[src/rtl/cam_ctl_pkg.sv]
package cam_ctl_pkg;

    typedef enum logic [1:0] {
        OP_WRITE = 2'd0,
        OP_READ  = 2'd1,
        OP_RESET = 2'd2,
        OP_INIT  = 2'd3
    } op_e;

    typedef enum logic [1:0] {
        SYM_START,
        SYM_STOP,
        SYM_BIT,
        SYM_GAP
    } sym_e;

    typedef enum logic [2:0] {
        ST_IDLE,
        ST_FETCH,
        ST_START,
        ST_BIT,
        ST_GAP,
        ST_STOP,
        ST_DELAY
    } stage_e;

    localparam logic [7:0] DEV_WR_ADDR  = 8'h42;
    localparam logic [7:0] DEV_RD_ADDR  = 8'h43;
    localparam logic [7:0] SOFT_RST_REG = 8'h12;
    localparam logic [7:0] SOFT_RST_VAL = 8'h80;
    localparam logic [7:0] LIST_END     = 8'hFF;

endpackage

[src/rtl/cam_sym_gen.sv]
module cam_sym_gen
    import cam_ctl_pkg::*;
#(
    parameter int QTR     = 500,
    parameter int GAP_CYC = 2000
) (
    input  logic clk,
    input  logic rst_n,
    input  logic go,
    input  sym_e kind_i,
    input  logic bit_i,
    input  logic sda_in,
    output logic done,
    output logic scl_low,
    output logic sda_low,
    output logic smp
);

    localparam int MAXL = (QTR > GAP_CYC) ? QTR : GAP_CYC;
    localparam int CW   = $clog2(MAXL + 1);
    localparam logic [CW-1:0] Q_LAST = CW'(QTR - 1);
    localparam logic [CW-1:0] G_LAST = CW'(GAP_CYC - 1);

    typedef struct packed {
        logic          active;
        sym_e          kind;
        logic          bitv;
        logic [1:0]    qph;
        logic [CW-1:0] cnt;
        logic          smp;
    } gen_t;

    gen_t g_q, g_d;
    logic qend, lastq, scl_rel, sda_rel;

    always_comb begin
        qend  = (g_q.kind == SYM_GAP) ? (g_q.cnt == G_LAST) : (g_q.cnt == Q_LAST);
        lastq = (g_q.kind == SYM_GAP) ? 1'b1 : (g_q.qph == 2'd3);
        done  = g_q.active && qend && lastq;
        g_d   = g_q;
        if (g_q.active) begin
            if (qend) begin
                g_d.cnt = '0;
                g_d.qph = g_q.qph + 2'd1;
                if (g_q.kind == SYM_BIT && g_q.qph == 2'd1) begin
                    g_d.smp = sda_in;
                end
            end else begin
                g_d.cnt = g_q.cnt + CW'(1);
            end
            if (done) begin
                g_d.active = 1'b0;
            end
        end
        if (go) begin
            g_d.active = 1'b1;
            g_d.kind   = kind_i;
            g_d.bitv   = bit_i;
            g_d.qph    = 2'd0;
            g_d.cnt    = '0;
        end
    end

    always_comb begin
        scl_rel = 1'b1;
        sda_rel = 1'b1;
        if (g_q.active) begin
            case (g_q.kind)
                SYM_START: begin
                    scl_rel = (g_q.qph < 2'd2);
                    sda_rel = (g_q.qph == 2'd0);
                end
                SYM_STOP: begin
                    scl_rel = (g_q.qph != 2'd0);
                    sda_rel = (g_q.qph >= 2'd2);
                end
                SYM_BIT: begin
                    scl_rel = (g_q.qph == 2'd1) || (g_q.qph == 2'd2);
                    sda_rel = g_q.bitv;
                end
                default: begin
                    scl_rel = 1'b0;
                    sda_rel = 1'b1;
                end
            endcase
        end
    end

    assign scl_low = ~scl_rel;
    assign sda_low = ~sda_rel;
    assign smp     = g_q.smp;

    always_ff @(posedge clk) begin
        if (!rst_n) begin
            g_q <= '0;
        end else begin
            g_q <= g_d;
        end
    end

endmodule

[src/rtl/cam_init_rom.sv]
module cam_init_rom #(
    parameter int DEPTH = 8,
    parameter int AW    = 3,
    parameter logic [DEPTH*16-1:0] LIST = '0
) (
    input  logic [AW-1:0] idx,
    output logic [7:0]    reg_o,
    output logic [7:0]    val_o
);

    logic [DEPTH-1:0][15:0] table_w;

    for (genvar i = 0; i < DEPTH; i++) begin : g_ent
        assign table_w[i] = LIST[i*16 +: 16];
    end

    always_comb begin
        reg_o = 8'hFF;
        val_o = 8'hFF;
        if (32'(idx) < DEPTH) begin
            reg_o = table_w[idx][15:8];
            val_o = table_w[idx][7:0];
        end
    end

endmodule

[src/rtl/cam_ctl_master.sv]
module cam_ctl_master
    import cam_ctl_pkg::*;
#(
    parameter int QTR        = 500,
    parameter int GAP_CYC    = 2000,
    parameter int RESET_WAIT = 20_000_000,
    parameter int ROM_DEPTH  = 8,
    parameter logic [ROM_DEPTH*16-1:0] ROM_LIST = {
        16'h0000, 16'h0000, 16'h0000, 16'hFFFF,
        16'h0C04, 16'hFF00, 16'h3B1A, 16'h1180
    }
) (
    input  logic       clk,
    input  logic       rst_n,
    input  logic       cmd_start,
    input  logic [1:0] cmd_op,
    input  logic [7:0] cmd_reg,
    input  logic [7:0] cmd_wdata,
    output logic       busy,
    output logic [7:0] rd_data,
    output logic       ack_fail,
    output logic       scl_low,
    output logic       sda_low,
    input  logic       sda_in
);

    localparam int AW = (ROM_DEPTH > 1) ? $clog2(ROM_DEPTH) : 1;
    localparam int DW = $clog2(RESET_WAIT + 1);
    localparam logic [AW:0]   ROM_END  = (AW+1)'(ROM_DEPTH);
    localparam logic [DW-1:0] DLY_LAST = DW'(RESET_WAIT - 1);

    typedef struct packed {
        stage_e      stage;
        op_e         op;
        logic        rxph;
        logic [1:0]  byte_idx;
        logic [3:0]  bit_idx;
        logic [7:0]  shreg;
        logic [7:0]  regad;
        logic [7:0]  wdat;
        logic [7:0]  rdat;
        logic        ackf;
        logic [AW:0] rom_idx;
        logic [DW-1:0] dly;
    } ctl_t;

    ctl_t s_q, s_d;

    logic       gen_go, gen_bit, gen_done, gen_smp;
    sym_e       gen_kind;
    logic [7:0] rom_reg, rom_val;
    logic       rx_byte, gap_after;
    logic [1:0] nbytes, nb;
    logic [7:0] nxt_byte;

    function automatic logic [7:0] sel_byte(input logic [1:0] idx, input logic rxph,
                                            input logic [7:0] r, input logic [7:0] d);
        case (idx)
            2'd0:    sel_byte = rxph ? DEV_RD_ADDR : DEV_WR_ADDR;
            2'd1:    sel_byte = r;
            default: sel_byte = d;
        endcase
    endfunction

    cam_init_rom #(
        .DEPTH (ROM_DEPTH),
        .AW    (AW),
        .LIST  (ROM_LIST)
    ) u_rom (
        .idx   (s_q.rom_idx[AW-1:0]),
        .reg_o (rom_reg),
        .val_o (rom_val)
    );

    cam_sym_gen #(
        .QTR     (QTR),
        .GAP_CYC (GAP_CYC)
    ) u_gen (
        .clk     (clk),
        .rst_n   (rst_n),
        .go      (gen_go),
        .kind_i  (gen_kind),
        .bit_i   (gen_bit),
        .sda_in  (sda_in),
        .done    (gen_done),
        .scl_low (scl_low),
        .sda_low (sda_low),
        .smp     (gen_smp)
    );

    always_comb begin
        s_d      = s_q;
        gen_go   = 1'b0;
        gen_kind = SYM_START;
        gen_bit  = 1'b1;
        rx_byte   = s_q.rxph && (s_q.byte_idx == 2'd1);
        gap_after = (s_q.byte_idx == 2'd0) || ((s_q.byte_idx == 2'd1) && !s_q.rxph);
        nbytes    = (s_q.op == OP_READ) ? 2'd2 : 2'd3;
        nb        = s_q.byte_idx + 2'd1;
        nxt_byte  = sel_byte(nb, s_q.rxph, s_q.regad, s_q.wdat);

        case (s_q.stage)
            ST_IDLE: begin
                if (cmd_start) begin
                    s_d.op      = op_e'(cmd_op);
                    s_d.ackf    = 1'b0;
                    s_d.rxph    = 1'b0;
                    s_d.rom_idx = '0;
                    case (op_e'(cmd_op))
                        OP_INIT: s_d.stage = ST_FETCH;
                        OP_RESET: begin
                            s_d.regad = SOFT_RST_REG;
                            s_d.wdat  = SOFT_RST_VAL;
                            gen_go    = 1'b1;
                            s_d.stage = ST_START;
                        end
                        default: begin
                            s_d.regad = cmd_reg;
                            s_d.wdat  = cmd_wdata;
                            gen_go    = 1'b1;
                            s_d.stage = ST_START;
                        end
                    endcase
                end
            end
            ST_FETCH: begin
                if (s_q.rom_idx == ROM_END || (rom_reg == LIST_END && rom_val == LIST_END)) begin
                    s_d.stage = ST_IDLE;
                end else begin
                    s_d.regad = rom_reg;
                    s_d.wdat  = rom_val;
                    s_d.rxph  = 1'b0;
                    gen_go    = 1'b1;
                    s_d.stage = ST_START;
                end
            end
            ST_START: begin
                if (gen_done) begin
                    s_d.byte_idx = 2'd0;
                    s_d.bit_idx  = 4'd0;
                    s_d.shreg    = sel_byte(2'd0, s_q.rxph, s_q.regad, s_q.wdat);
                    gen_go       = 1'b1;
                    gen_kind     = SYM_BIT;
                    gen_bit      = s_d.shreg[7];
                    s_d.stage    = ST_BIT;
                end
            end
            ST_BIT: begin
                if (gen_done) begin
                    if (s_q.bit_idx != 4'd8) begin
                        s_d.shreg   = {s_q.shreg[6:0], rx_byte ? gen_smp : 1'b0};
                        s_d.bit_idx = s_q.bit_idx + 4'd1;
                        gen_go      = 1'b1;
                        gen_kind    = SYM_BIT;
                        gen_bit     = (s_q.bit_idx == 4'd7 || rx_byte) ? 1'b1 : s_q.shreg[6];
                    end else begin
                        if (rx_byte) begin
                            s_d.rdat = s_q.shreg;
                        end else begin
                            s_d.ackf = s_q.ackf | gen_smp;
                        end
                        gen_go = 1'b1;
                        if (gap_after) begin
                            gen_kind  = SYM_GAP;
                            s_d.stage = ST_GAP;
                        end else begin
                            gen_kind  = SYM_STOP;
                            s_d.stage = ST_STOP;
                        end
                    end
                end
            end
            ST_GAP: begin
                if (gen_done) begin
                    gen_go = 1'b1;
                    if (nb < nbytes) begin
                        s_d.byte_idx = nb;
                        s_d.bit_idx  = 4'd0;
                        s_d.shreg    = nxt_byte;
                        gen_kind     = SYM_BIT;
                        gen_bit      = (s_q.rxph && nb == 2'd1) ? 1'b1 : nxt_byte[7];
                        s_d.stage    = ST_BIT;
                    end else begin
                        gen_kind  = SYM_STOP;
                        s_d.stage = ST_STOP;
                    end
                end
            end
            ST_STOP: begin
                if (gen_done) begin
                    if (s_q.op == OP_READ && !s_q.rxph) begin
                        s_d.rxph  = 1'b1;
                        gen_go    = 1'b1;
                        s_d.stage = ST_START;
                    end else if (s_q.op == OP_RESET) begin
                        s_d.dly   = '0;
                        s_d.stage = ST_DELAY;
                    end else if (s_q.op == OP_INIT) begin
                        s_d.rom_idx = s_q.rom_idx + (AW+1)'(1);
                        s_d.stage   = ST_FETCH;
                    end else begin
                        s_d.stage = ST_IDLE;
                    end
                end
            end
            ST_DELAY: begin
                if (s_q.dly == DLY_LAST) begin
                    s_d.stage = ST_IDLE;
                end else begin
                    s_d.dly = s_q.dly + DW'(1);
                end
            end
            default: s_d.stage = ST_IDLE;
        endcase
    end

    always_ff @(posedge clk) begin
        if (!rst_n) begin
            s_q <= '0;
        end else begin
            s_q <= s_d;
        end
    end

    assign busy     = (s_q.stage != ST_IDLE);
    assign rd_data  = s_q.rdat;
    assign ack_fail = s_q.ackf;

endmodule

[config.mk]
export PLATFORM = sky130hd
export DESIGN_NAME = cam_ctl_master
export DESIGN_NICKNAME = d
export VERILOG_FILES = /design/src/rtl/cam_ctl_pkg.sv /design/src/rtl/cam_sym_gen.sv /design/src/rtl/cam_init_rom.sv /design/src/rtl/cam_ctl_master.sv
export SDC_FILE = /design/constraint.sdc
export NUM_CORES = 1
export LEC_CHECK = 0
export BUFFER_PORTS_ARGS = -buffer_cell sky130_fd_sc_hd__clkbuf_2
export CAP_MARGIN = 20
export CELL_PAD_IN_SITES_DETAIL_PLACEMENT = 0
export CELL_PAD_IN_SITES_GLOBAL_PLACEMENT = 2
export CORE_MARGIN = 5
export CORE_UTILIZATION = 37
export CTS_CLUSTER_SIZE = 10
export DETAILED_ROUTE_END_ITERATION = 8
export PLACE_DENSITY_LB_ADDON = 0.1
export SYNTH_ARGS = -nofsm -noshare
export SYNTH_HDL_FRONTEND = slang
export SYNTH_SLANG_ARGS = --single-unit
[constraint.sdc]
create_clock -name clk -period 3.4 [get_ports clk]
set_input_delay 0.68 -clock clk [delete_from_list [all_inputs] [get_ports clk]]
set_output_delay 0.68 -clock clk [all_outputs]
set_load 0.01 [all_outputs]
==> results of run 1 <==
routing by layer:
metal  vias to the layer above  routed length [um]  track usage, %
met2                        75                6523           27.88
met3                        22                 510           4.675
met4                         0                 299           5.445
li1                       2295                   -               -
met5                         -                   0               0
met1                      2074                6226           20.45
report_power, final:
group	total, mW	internal, mW	switching [mW]	leakage [nW]
Sequential	1.27	1.22	0.0438	0.817
Clock	1.12	0.660	0.456	0.152
Combinational	0.299	0.116	0.183	1.34
Total	2.68	2.00	0.683	2.31
cells by family (layout without fill, tap and decap cells):
| logic type | Yosys count | in the layout | synth area share, % |
|---|---|---|---|
| simple gates | 249 | 249 | 23.42 |
| compound gates | 144 | 144 | 18.52 |
| flops | 101 | 101 | 37.70 |
| buf+inv | 71 | 94 | 6.111 |
| mux | 28 | 28 | 5.342 |
| xor+xnor | 26 | 26 | 4.245 |
| fa+ha+maj | 20 | 20 | 4.665 |
cell usage in the layout (no fill, tap or decap), types with 8 or more instances in the layout:
master,count
a211oi_1,17
a21oi_1,37
a221oi_1,9
and3_1,9
buf_4,15
clkbuf_16,9
clkbuf_2,33
dfxtp_1,101
ha_1,20
inv_1,29
mux2i_1,23
nand2_1,60
nand2b_1,8
nand3_1,16
nor2_1,86
nor3_1,9
o211ai_1,13
o21ai_0,28
xnor2_1,10
xor2_1,16
stage by stage:
stage | cells | hold slack, ns | power (mW) | worst slack (ns) | cell area [um^2]
after floorplan | 639 | 0.4341 | 1.495 | 0.7423 | 5364
after global placement | 831 | 0.4518 | 1.593 | 0.5128 | 5684
after detailed placement | 831 | 0.4504 | 1.594 | 0.4133 | 5684
after CTS | 846 | 0.4642 | 2.716 | 0.3728 | 6000
after global routing | 846 | 0.4834 | 2.802 | 0.2019 | 6000
final | 846 | 0.4596 | 2.681 | 0.3745 | 6000
critical path: cells and delay by family (launching register included):
kind / cells / cell delay (ns)
fa+ha+maj: 1 / 0.33
simple gates: 4 / 1.08
compound gates: 3 / 0.83
flops: 1 / 0.40
buf+inv: 2 / 0.30
worst paths after layout:
path	endpoint	slack (ns)	cells after the start
worst min register to register	s_q[42]	0.46	2
worst max-delay path	rom_reg[2]	0.37	10
worst max register to register	rom_reg[2]	0.37	10
worst min-delay path	s_q[42]	0.46	2
cell type report:
class	count	area, um^2
clock inverter	4	72.57
multi-input combinational	467	3038
inverter	31	116.4
tap	184	230.2
timing repair buffer	48	277.8
fill	1479	8369
clock buffer	11	242.7
sequential	101	2022
==> impl_metrics.prom, run 1 <==
# TYPE chip_impl_metric gauge
chip_impl_metric{name="static-leakage-power",unit="nW"} 2.310
chip_impl_metric{name="layout-area-overhead-vs-synth",unit="%"} 11.85
chip_impl_metric{name="post_cts.repair.setup_buffers",unit=""} 0
chip_impl_metric{name="port-buffer-count",unit=""} 33
chip_impl_metric{name="synth.net_count",unit=""} 681
chip_impl_metric{name="diodes",unit=""} 0
chip_impl_metric{name="fraction_of_layout_cells_with_a_size_suffix_above_1",unit="%"} 13.14
chip_impl_metric{name="path_clk_slew",unit="ns"} 0.07
chip_impl_metric{name="ctsLongestPathBuffers",unit=""} 2
chip_impl_metric{name="largest_reg_flops",unit=""} 65
chip_impl_metric{name="wl",unit="um"} 13560
chip_impl_metric{name="grt_use_total",unit="%"} 16.54
chip_impl_metric{name="start_util",unit="%"} 37.33
chip_impl_metric{name="overflow",unit=""} 0
chip_impl_metric{name="cts-buffers-inserted",unit=""} 9
chip_impl_info{name="crit_startpoint",value="u_gen.g_q[3]"} 1
chip_impl_metric{name="slew_viol_final",unit=""} 0
chip_impl_metric{name="timing.max_cap.violations",unit=""} 0
chip_impl_info{name="yosysTopAreaCell",value="dfxtp_1"} 1
chip_impl_metric{name="synth-async-reset-ratio",unit="%"} 0
chip_impl_metric{name="synthesis.area",unit="um^2"} 5364
chip_impl_metric{name="floorplan.io_pins",unit=""} 34
chip_impl_metric{name="postRouteAntennaNets",unit=""} 0
chip_impl_info{name="holdCritPathClass",value="reg2reg"} 1
chip_impl_metric{name="htree_num_levels",unit=""} 3
chip_impl_metric{name="antenna_found_initial",unit=""} 0
chip_impl_metric{name="die_w",unit="um"} 130.4
chip_impl_metric{name="pre_repair_dr_iteration_count",unit=""} 5
chip_impl_metric{name="synth-warning-count",unit=""} 0
chip_impl_info{name="hp-start",value="s_q[42]"} 1
chip_impl_metric{name="drtIter0Drc",unit=""} 222
chip_impl_info{name="netlist_top_cells_count",value="dfxtp_1 (101), nor2_1 (86), nand2_1 (60)"} 1
chip_impl_info{name="critical_path.most_common_cell",value="o32ai_1"} 1
chip_impl_metric{name="drc",unit=""} 0
chip_impl_metric{name="worst-slew-pin-transition",unit="ns"} 1.062
chip_impl_metric{name="pwr_density_cell",unit="nW/um^2"} 446.8
chip_impl_metric{name="post_cts_hold_buffer_count",unit=""} 0
chip_impl_metric{name="synth_enable_flop_cells",unit=""} 0
chip_impl_info{name="regToRegStartpoint",value="u_gen.g_q[3]"} 1
chip_impl_info{name="netlist_top_cells_area",value="dfxtp_1 (38%), nor2_1 (6.0%), ha_1 (4.7%)"} 1
chip_impl_metric{name="first_global_vias",unit=""} 4423
chip_impl_info{name="yosys.cell_count.top_type",value="dfxtp_1"} 1
chip_impl_metric{name="synth_top_area_share",unit="%"} 37.70
chip_impl_metric{name="die-area",unit="um^2"} 17010
chip_impl_metric{name="clk_latency",unit="ns"} 0.35
chip_impl_metric{name="layout_min_cycle_time",unit="ns"} 3.025
chip_impl_metric{name="timing.slew.headroom",unit="%"} 28.42
chip_impl_metric{name="grt_start_max_net_pins",unit=""} 30
chip_impl_info{name="critical-path-slowest-cell",value="or3b_1"} 1
chip_impl_info{name="endpoint_kind",value="register"} 1
chip_impl_metric{name="required_time_of_the_critical_path",unit="ns"} 3.66
chip_impl_metric{name="synth-seq-cells",unit=""} 101
chip_impl_metric{name="critical_path_arrival",unit="ns"} 3.28
chip_impl_metric{name="layout.nets",unit=""} 700
chip_impl_info{name="max_flop_register",value="s_q"} 1
chip_impl_info{name="outcome",value="finished clean"} 1
chip_impl_metric{name="yosys.cell_types.count",unit=""} 70
chip_impl_metric{name="synth_cells",unit=""} 639
chip_impl_metric{name="post_drt_via_cell_ratio",unit=""} 5.279
chip_impl_metric{name="total_number_of_clock_tree_sinks",unit=""} 101
chip_impl_info{name="critical_path.cell_chain",value="nor4_4, or3b_1, o32ai_1, buf_4, nand2b_1, and3_1, o21ai_0, ha_1, inv_1, o32ai_1"} 1
chip_impl_metric{name="detail_route.wl_per_cell",unit="um"} 16.03
chip_impl_metric{name="die_height",unit="um"} 130.4
chip_impl_metric{name="core_area",unit="um^2"} 14370
chip_impl_metric{name="wire_length_of_the_first_global_routing_pass",unit="um"} 22250
chip_impl_info{name="critical_path.startpoint_type",value="register"} 1
chip_impl_metric{name="power.ir.vdd_worst",unit="mV"} 0.2389
chip_impl_info{name="synth_top_flop_cell",value="dfxtp_1"} 1
chip_impl_metric{name="finalCritPeriodShare",unit="%"} 88.98
chip_impl_metric{name="cts_resized",unit=""} 0
chip_impl_metric{name="post-route-util",unit="%"} 41.75
chip_impl_info{name="clock_tree_from_tritoncts",value="built"} 1
chip_impl_info{name="rsz0062_at_grt",value="false"} 1
chip_impl_metric{name="critical_path.max_stage_delay",unit="ns"} 0.43
chip_impl_metric{name="finalClockSkew",unit="ns"} 0.006151
chip_impl_metric{name="yosysSeqAreaShare",unit="%"} 37.70
chip_impl_info{name="crit_type",value="reg2reg"} 1
chip_impl_metric{name="dp.final_hpwl",unit="um"} 9915
chip_impl_metric{name="fin_setup_tns",unit="ns"} 0
chip_impl_metric{name="detailroute.via_count",unit=""} 4466
chip_impl_metric{name="achievable_frequency",unit="MHz"} 330.5
chip_impl_metric{name="crit_fanout",unit=""} 6
chip_impl_metric{name="syn-mean-instance-area",unit="um^2"} 8.394
chip_impl_metric{name="final_hold_viol_count",unit=""} 0
chip_impl_metric{name="place_congestion",unit=""} 0.8172
chip_impl_info{name="clk_root_buffer_cell",value="clkbuf_16"} 1
chip_impl_metric{name="std_cell_rows",unit=""} 44
chip_impl_metric{name="finalSetupViolations",unit=""} 0
(Power assumes the default switching activity.)
==> inputs of run 2 (changes only) <==
--- a/config.mk
+++ b/config.mk
@@ -10,7 +10,8 @@
 export CELL_PAD_IN_SITES_DETAIL_PLACEMENT = 0
 export CELL_PAD_IN_SITES_GLOBAL_PLACEMENT = 2
 export CORE_MARGIN = 5
-export CORE_UTILIZATION = 37
+export CORE_UTILIZATION = 39
+export CTS_BUF_LIST = sky130_fd_sc_hd__clkbuf_2
 export CTS_CLUSTER_SIZE = 10
 export DETAILED_ROUTE_END_ITERATION = 8
 export PLACE_DENSITY_LB_ADDON = 0.1
==> run 2 against run 1 <==
Total power shrank 19%. Routed wire length shrank 2.1%. Cell area shrank 3.2%. Sequential power is essentially flat. Combinational power grew 1%. Largest cell class unchanged.
==> impl_metrics.prom, run 2 (synthesis gave the netlist of run 1 again) <==
# TYPE chip_impl_metric gauge
chip_impl_metric{name="wire_length_of_the_first_global_routing_pass",unit="um"} 22440
chip_impl_metric{name="largest_reg_flops",unit=""} 65
chip_impl_metric{name="layout_min_cycle_time",unit="ns"} 3.019
chip_impl_metric{name="clk_latency",unit="ns"} 0.62
chip_impl_metric{name="post_cts_hold_buffer_count",unit=""} 0
chip_impl_metric{name="finalNonFillerCells",unit=""} 840
chip_impl_metric{name="htree_num_levels",unit=""} 3
chip_impl_metric{name="whs",unit="ns"} 0.2844
chip_impl_metric{name="port-buffer-count",unit=""} 33
chip_impl_info{name="most_frequent_standard_cell_in_the_layout_excluding_fill_and_tap_cells",value="dfxtp_1"} 1
chip_impl_metric{name="power.ir.vdd_worst",unit="mV"} 0.3063
chip_impl_info{name="rsz0062_at_grt",value="false"} 1
chip_impl_metric{name="ctsLongestPathBuffers",unit=""} 2
chip_impl_metric{name="total_number_of_clock_tree_sinks",unit=""} 101
chip_impl_metric{name="floorplan.io_pins",unit=""} 34
chip_impl_metric{name="layout.cell_area.non_filler",unit="um^2"} 5808
chip_impl_metric{name="grt_start_max_net_pins",unit=""} 36
chip_impl_metric{name="fraction_of_layout_cells_with_a_size_suffix_above_1",unit="%"} 13.70
chip_impl_info{name="clk_root_buffer_cell",value="clkbuf_2"} 1
chip_impl_metric{name="post-route-util",unit="%"} 43.51
chip_impl_metric{name="required_time_of_the_critical_path",unit="ns"} 3.94
chip_impl_metric{name="path_clk_slew",unit="ns"} 0.27
chip_impl_metric{name="detailroute.via_count",unit=""} 4554
chip_impl_metric{name="pre_cts_ws",unit="ns"} 0.1816
chip_impl_metric{name="fin_setup_tns",unit="ns"} 0
chip_impl_metric{name="placed_inst_area",unit="um^2"} 5667
chip_impl_metric{name="timing.slew.headroom",unit="%"} 62.31
chip_impl_metric{name="die_w",unit="um"} 127.3
chip_impl_metric{name="slew_viol_final",unit=""} 0
chip_impl_info{name="max_flop_register",value="s_q"} 1
chip_impl_metric{name="post_route_setup_slack",unit="ns"} 0.3814
chip_impl_metric{name="antenna_found_initial",unit=""} 0
chip_impl_metric{name="layout.nets",unit=""} 701
chip_impl_metric{name="critical_path_arrival",unit="ns"} 3.56
chip_impl_metric{name="first_global_vias",unit=""} 4527
chip_impl_metric{name="dp.final_hpwl",unit="um"} 9779
chip_impl_metric{name="finalCritPeriodShare",unit="%"} 88.78
chip_impl_metric{name="die_height",unit="um"} 127.3
chip_impl_metric{name="final_hold_viol_count",unit=""} 0
chip_impl_info{name="critical_path.startpoint_type",value="register"} 1
chip_impl_metric{name="drtIter0Drc",unit=""} 177
chip_impl_info{name="holdCritPathClass",value="in2reg"} 1
chip_impl_metric{name="layout-area-overhead-vs-synth",unit="%"} 8.281
chip_impl_metric{name="grt_use_total",unit="%"} 17.06
chip_impl_metric{name="start_util",unit="%"} 40.19
chip_impl_metric{name="achievable_frequency",unit="MHz"} 331.3
chip_impl_metric{name="drc",unit=""} 0
chip_impl_metric{name="static-leakage-power",unit="nW"} 2.231
chip_impl_metric{name="timing.max_cap.violations",unit=""} 0
chip_impl_metric{name="diodes",unit=""} 0
chip_impl_metric{name="dp.cells",unit=""} 822
chip_impl_metric{name="postRouteAntennaNets",unit=""} 0
chip_impl_metric{name="std_cell_rows",unit=""} 42
chip_impl_info{name="most-common-layout-cells",value="dfxtp_1 (101), nor2_1 (86), nand2_1 (60)"} 1
chip_impl_metric{name="layout.filler_cells",unit=""} 1384
chip_impl_info{name="clock_tree_from_tritoncts",value="built"} 1
chip_impl_metric{name="worst-slew-pin-transition",unit="ns"} 0.5645
chip_impl_metric{name="place_congestion",unit=""} 0.8295
chip_impl_metric{name="core_area",unit="um^2"} 13350
chip_impl_metric{name="die-area",unit="um^2"} 16200
chip_impl_metric{name="finalSetupViolations",unit=""} 0
chip_impl_metric{name="post_drt_via_cell_ratio",unit=""} 5.421
chip_impl_info{name="endpoint_kind",value="register"} 1
chip_impl_metric{name="post-layout-total-power",unit="mW"} 2.180
chip_impl_metric{name="detail_route.wl_per_cell",unit="um"} 15.81
chip_impl_metric{name="finalClockSkew",unit="ns"} 0.02749
chip_impl_metric{name="wl",unit="um"} 13280
chip_impl_info{name="outcome",value="finished clean"} 1
chip_impl_metric{name="crit_fanout",unit=""} 6
chip_impl_metric{name="pwr_density_cell",unit="nW/um^2"} 375.3
chip_impl_metric{name="cts-buffers-inserted",unit=""} 9
chip_impl_info{name="crit_type",value="reg2reg"} 1
chip_impl_metric{name="pre_repair_dr_iteration_count",unit=""} 4
chip_impl_metric{name="overflow",unit=""} 0
[run 2: cell count changes in the layout (fill, tap and decap cells not counted), sizes merged]
cell / delta
bufinv: -1
clkinvlp: +1
inv: +2
[run 2: repair_timing]
action,in CTS,in global routing
resized for setup,0,1
buffers inserted,0,0
endpoints found under the setup margin,0,5
[run 2: path summary, 6_finish.rpt]
check               start    endpoint  slack [ns]  depth (start not counted)
max reg2reg  u_gen.g_q[3]  rom_reg[5]        0.38                          8
min                sda_in   u_gen.smp        0.28                          3
min reg2reg       s_q[41]     s_q[41]        0.47                          2
max          u_gen.g_q[3]  rom_reg[5]        0.38                          8
[run 2: power breakdown]
group,internal [mW],switching (mW)
sequential,1.23,0.0393
clock,0.179,0.431
combinational,0.118,0.185
[run 2: layout make-up]
cell class                      count  area (um^2)  share of cell area [%]
Multi-Input combinational cell    467         3045                   52.43
Sequential cell                   101         2022                   34.81
Timing Repair Buffer               49        282.8                   4.869
Tap cell                          176        220.2                   3.791
Inverter                           31        116.4                   2.003
Clock inverter                      6        71.32                   1.228
Clock buffer                       10        50.05                  0.8617
[run 2: critical path, stage by stage (launching register included)]
cell      delay, ns
dfxtp_1        0.46
nor4_4         0.32
or3b_1         0.44
o32ai_2        0.41
nand2b_1       0.15
and3_1         0.23
o21ai_0        0.36
ha_1           0.31
mux2_2         0.27
[run 2: per-layer routing]
| layer | GRT usage, % | part of all wire, % |
|---|---|---|
| met4 | 4.038 | 1.1 |
| met2 | 30.66 | 51 |
| met1 | 20.45 | 45 |
| met3 | 4.174 | 3.3 |
| met5 | 0 | 0 |
==> inputs of run 3 (changes only) <==
--- a/config.mk
+++ b/config.mk
@@ -5,16 +5,18 @@
 export SDC_FILE = /design/constraint.sdc
 export NUM_CORES = 1
 export LEC_CHECK = 0
+export ABC_AREA = 1
 export BUFFER_PORTS_ARGS = -buffer_cell sky130_fd_sc_hd__clkbuf_2
 export CAP_MARGIN = 20
 export CELL_PAD_IN_SITES_DETAIL_PLACEMENT = 0
 export CELL_PAD_IN_SITES_GLOBAL_PLACEMENT = 2
 export CORE_MARGIN = 5
-export CORE_UTILIZATION = 39
+export CORE_UTILIZATION = 36
 export CTS_BUF_LIST = sky130_fd_sc_hd__clkbuf_2
 export CTS_CLUSTER_SIZE = 10
 export DETAILED_ROUTE_END_ITERATION = 8
 export PLACE_DENSITY_LB_ADDON = 0.1
 export SYNTH_ARGS = -nofsm -noshare
 export SYNTH_HDL_FRONTEND = slang
+export SYNTH_HIERARCHICAL = 1
 export SYNTH_SLANG_ARGS = --single-unit
==> run 3 against run 2 <==
Combinational power rose to 2.6 times the previous value. Non-clock buffer count down 12. Die area up 13%. Hold slack worse by 0.040 ns. Largest power group unchanged.
==> impl_metrics.prom, run 3 <==
# TYPE chip_impl_metric gauge
chip_impl_info{name="endpoint_kind",value="register"} 1
chip_impl_metric{name="wl",unit="um"} 14080
chip_impl_metric{name="timing.max_cap.violations",unit=""} 0
chip_impl_info{name="clk_root_buffer_cell",value="clkbuf_2"} 1
chip_impl_metric{name="syn-mean-instance-area",unit="um^2"} 6.818
chip_impl_metric{name="path_clk_slew",unit="ns"} 0.31
chip_impl_metric{name="dp.final_hpwl",unit="um"} 10500
chip_impl_metric{name="finalClockSkew",unit="ns"} 0.04134
chip_impl_metric{name="pre_repair_dr_iteration_count",unit=""} 6
chip_impl_metric{name="required_time_of_the_critical_path",unit="ns"} 4.00
chip_impl_metric{name="overflow",unit=""} 0
chip_impl_metric{name="die_height",unit="um"} 135.2
chip_impl_metric{name="floorplan.io_pins",unit=""} 34
chip_impl_metric{name="drtIter0Drc",unit=""} 369
chip_impl_metric{name="layout-area-overhead-vs-synth",unit="%"} 5.629
chip_impl_metric{name="fin_setup_tns",unit="ns"} 0
chip_impl_metric{name="place_congestion",unit=""} 0.7986
chip_impl_info{name="rsz0062_at_grt",value="false"} 1
chip_impl_metric{name="core_area",unit="um^2"} 15310
chip_impl_info{name="most-common-layout-cells",value="nand2_1 (175), nor2_1 (123), dfxtp_1 (92)"} 1
chip_impl_info{name="netlist_top_cells_area",value="dfxtp_1 (33%), nand2_1 (12%), nor2_1 (8.2%)"} 1
chip_impl_info{name="outcome",value="finished clean"} 1
chip_impl_metric{name="synthesis.area",unit="um^2"} 5645
chip_impl_metric{name="grt_start_max_net_pins",unit=""} 34
chip_impl_info{name="critical_path.startpoint_type",value="register"} 1
chip_impl_info{name="critical-path-slowest-cell",value="dfxtp_1"} 1
chip_impl_info{name="synth_top_flop_cell",value="dfxtp_1"} 1
chip_impl_metric{name="finalCritPeriodShare",unit="%"} 85.05
chip_impl_metric{name="synth-seq-cells",unit=""} 92
chip_impl_info{name="yosys.cell_count.top_type",value="nand2_1"} 1
chip_impl_info{name="clock_tree_from_tritoncts",value="built"} 1
chip_impl_info{name="holdCritPathClass",value="in2reg"} 1
chip_impl_metric{name="fraction_of_layout_cells_with_a_size_suffix_above_1",unit="%"} 15.58
chip_impl_info{name="yosysTopAreaCell",value="dfxtp_1"} 1
chip_impl_metric{name="static-leakage-power",unit="nW"} 2.303
chip_impl_metric{name="detail_route.wl_per_cell",unit="um"} 13.39
chip_impl_metric{name="power.ir.vdd_worst",unit="mV"} 0.2549
chip_impl_metric{name="critical_path.max_stage_delay",unit="ns"} 0.45
chip_impl_metric{name="post_drt_via_cell_ratio",unit=""} 4.846
chip_impl_metric{name="postRouteAntennaNets",unit=""} 0
chip_impl_metric{name="grt_use_total",unit="%"} 15.95
chip_impl_info{name="max_flop_register",value="s_q"} 1
chip_impl_metric{name="port-buffer-count",unit=""} 33
chip_impl_info{name="cp_top_family",value="simple AND/OR/NAND/NOR gates"} 1
chip_impl_metric{name="finalSetupViolations",unit=""} 0
chip_impl_metric{name="slew_viol_final",unit=""} 0
chip_impl_metric{name="synth_enable_flop_cells",unit=""} 0
chip_impl_metric{name="timing.slew.headroom",unit="%"} 60.95
chip_impl_metric{name="die_w",unit="um"} 135.2
chip_impl_metric{name="detailroute.via_count",unit=""} 5098
chip_impl_metric{name="synth-async-reset-ratio",unit="%"} 0
chip_impl_metric{name="yosysSeqAreaShare",unit="%"} 32.62
chip_impl_metric{name="htree_num_levels",unit=""} 3
chip_impl_info{name="critical_path.cell_chain",value="inv_1, ha_1, nand2_2, o21ai_0, nand4_1, nor2_1, nand2_1, nand3_1, nand2_2, inv_2, o311ai_1, nor2_1, nand2_2, nor3b_1"} 1
chip_impl_metric{name="synth.net_count",unit=""} 870
chip_impl_metric{name="synth-warning-count",unit=""} 6
chip_impl_metric{name="clk_latency",unit="ns"} 0.63
chip_impl_info{name="netlist_top_cells_count",value="nand2_1 (175), nor2_1 (123), dfxtp_1 (92)"} 1
chip_impl_metric{name="wire_length_of_the_first_global_routing_pass",unit="um"} 23940
chip_impl_metric{name="first_global_vias",unit=""} 4820
chip_impl_metric{name="ctsLongestPathBuffers",unit=""} 2
chip_impl_metric{name="total_number_of_clock_tree_sinks",unit=""} 92
chip_impl_metric{name="die-area",unit="um^2"} 18290
chip_impl_metric{name="yosys.cell_types.count",unit=""} 46
chip_impl_metric{name="antenna_found_initial",unit=""} 0
chip_impl_metric{name="achievable_frequency",unit="MHz"} 345.8
chip_impl_info{name="crit_type",value="reg2reg"} 1
chip_impl_metric{name="critical_path.n_buffers_inverters",unit=""} 2
chip_impl_metric{name="diodes",unit=""} 0
chip_impl_metric{name="crit_fanout",unit=""} 17
chip_impl_metric{name="worst-slew-pin-transition",unit="ns"} 0.5857
chip_impl_metric{name="final_hold_viol_count",unit=""} 0
chip_impl_metric{name="post_cts.repair.setup_buffers",unit=""} 0
chip_impl_info{name="most_frequent_standard_cell_in_the_layout_excluding_fill_and_tap_cells",value="nand2_1"} 1
chip_impl_metric{name="post-route-util",unit="%"} 38.94
chip_impl_info{name="critical_path.most_common_cell",value="nand2_2"} 1
chip_impl_metric{name="start_util",unit="%"} 36.86
chip_impl_metric{name="std_cell_rows",unit=""} 45
chip_impl_metric{name="layout.nets",unit=""} 878
chip_impl_metric{name="synth_top_area_share",unit="%"} 32.62
chip_impl_metric{name="cts-buffers-inserted",unit=""} 9
chip_impl_metric{name="synth_cells",unit=""} 828
chip_impl_metric{name="layout.filler_cells",unit=""} 1742
chip_impl_metric{name="critical_path_arrival",unit="ns"} 3.49
chip_impl_metric{name="drc",unit=""} 0
chip_impl_metric{name="pwr_density_cell",unit="nW/um^2"} 450.1
chip_impl_metric{name="layout_min_cycle_time",unit="ns"} 2.892
chip_impl_metric{name="largest_reg_flops",unit=""} 65
run 3: where the power goes:
part | internal [mW] | total (mW) | switching [mW]
registers | 1.20 | 1.32 | 0.113
logic | 0.254 | 0.798 | 0.544
clock network | 0.118 | 0.569 | 0.451
total | 1.58 | 2.68 | 1.11
run 3: layer usage:
metal,GRT usage (%),routed length (um),vias to the layer above
met3,3.715,461,8
met4,3.247,132,0
met1,23.42,7619,2317
met5,0,0,-
li1,-,-,2704
met2,23.81,5868,69
run 3: area by class of cell:
cell class,count,area (um^2),share of cell area (%)
multi-input cells,627,3288,55.14
well taps,211,264.0,4.427
flip-flops and latches,92,1842,30.89
inverters,69,261.5,4.385
clock inverters,7,67.56,1.133
clock buffers,9,45.04,0.7554
repair buffers,37,195.2,3.273
run 3: logic make-up after synthesis:
logic type      Yosys count  synth area share [%]
flops                    92                 32.62
xor+xnor                 13                 2.017
simple gates            437                 36.39
compound gates          157                 15.40
fa+ha+maj                20                 4.433
buf+inv                 109                 9.131
run 3: worst paths after layout:
| check | start | endpoint | slack, ns | cells past startpoint |
|---|---|---|---|---|
| worst min register to register | ack_fail | ack_fail | 0.49 | 2 |
| worst max register to register | s_q[25] | u_gen/g_q[9] | 0.51 | 14 |
| worst min-delay path | sda_in | u_gen/smp | 0.24 | 3 |
| worst max-delay path | s_q[25] | u_gen/g_q[9] | 0.51 | 14 |
run 3: stage by stage:
step | hold WS [ns] | instance area [um^2] | setup WS [ns] | cells | power (mW)
floorplan | 0.4487 | 5645 | 0.8788 | 828 | 1.965
global placement | 0.4592 | 5851 | 0.4618 | 1036 | 2.121
detailed placement | 0.4601 | 5851 | 0.3472 | 1036 | 2.138
CTS | 0.1711 | 5963 | 0.3331 | 1052 | 2.734
global route | 0.1798 | 5963 | 0.1441 | 1052 | 2.921
finish | 0.2443 | 5963 | 0.5082 | 1052 | 2.684
run 3: worst min-delay path, cell delays in order:
cell,delay [ns]
clkbuf_2,0.07
nor2_1,0.04
nor2_1,0.08
run 3: repair_timing:
item / CTS / global route
hold buffers: 0 / 0
resized for setup: 0 / 1
setup endpoints to repair: 0 / 1
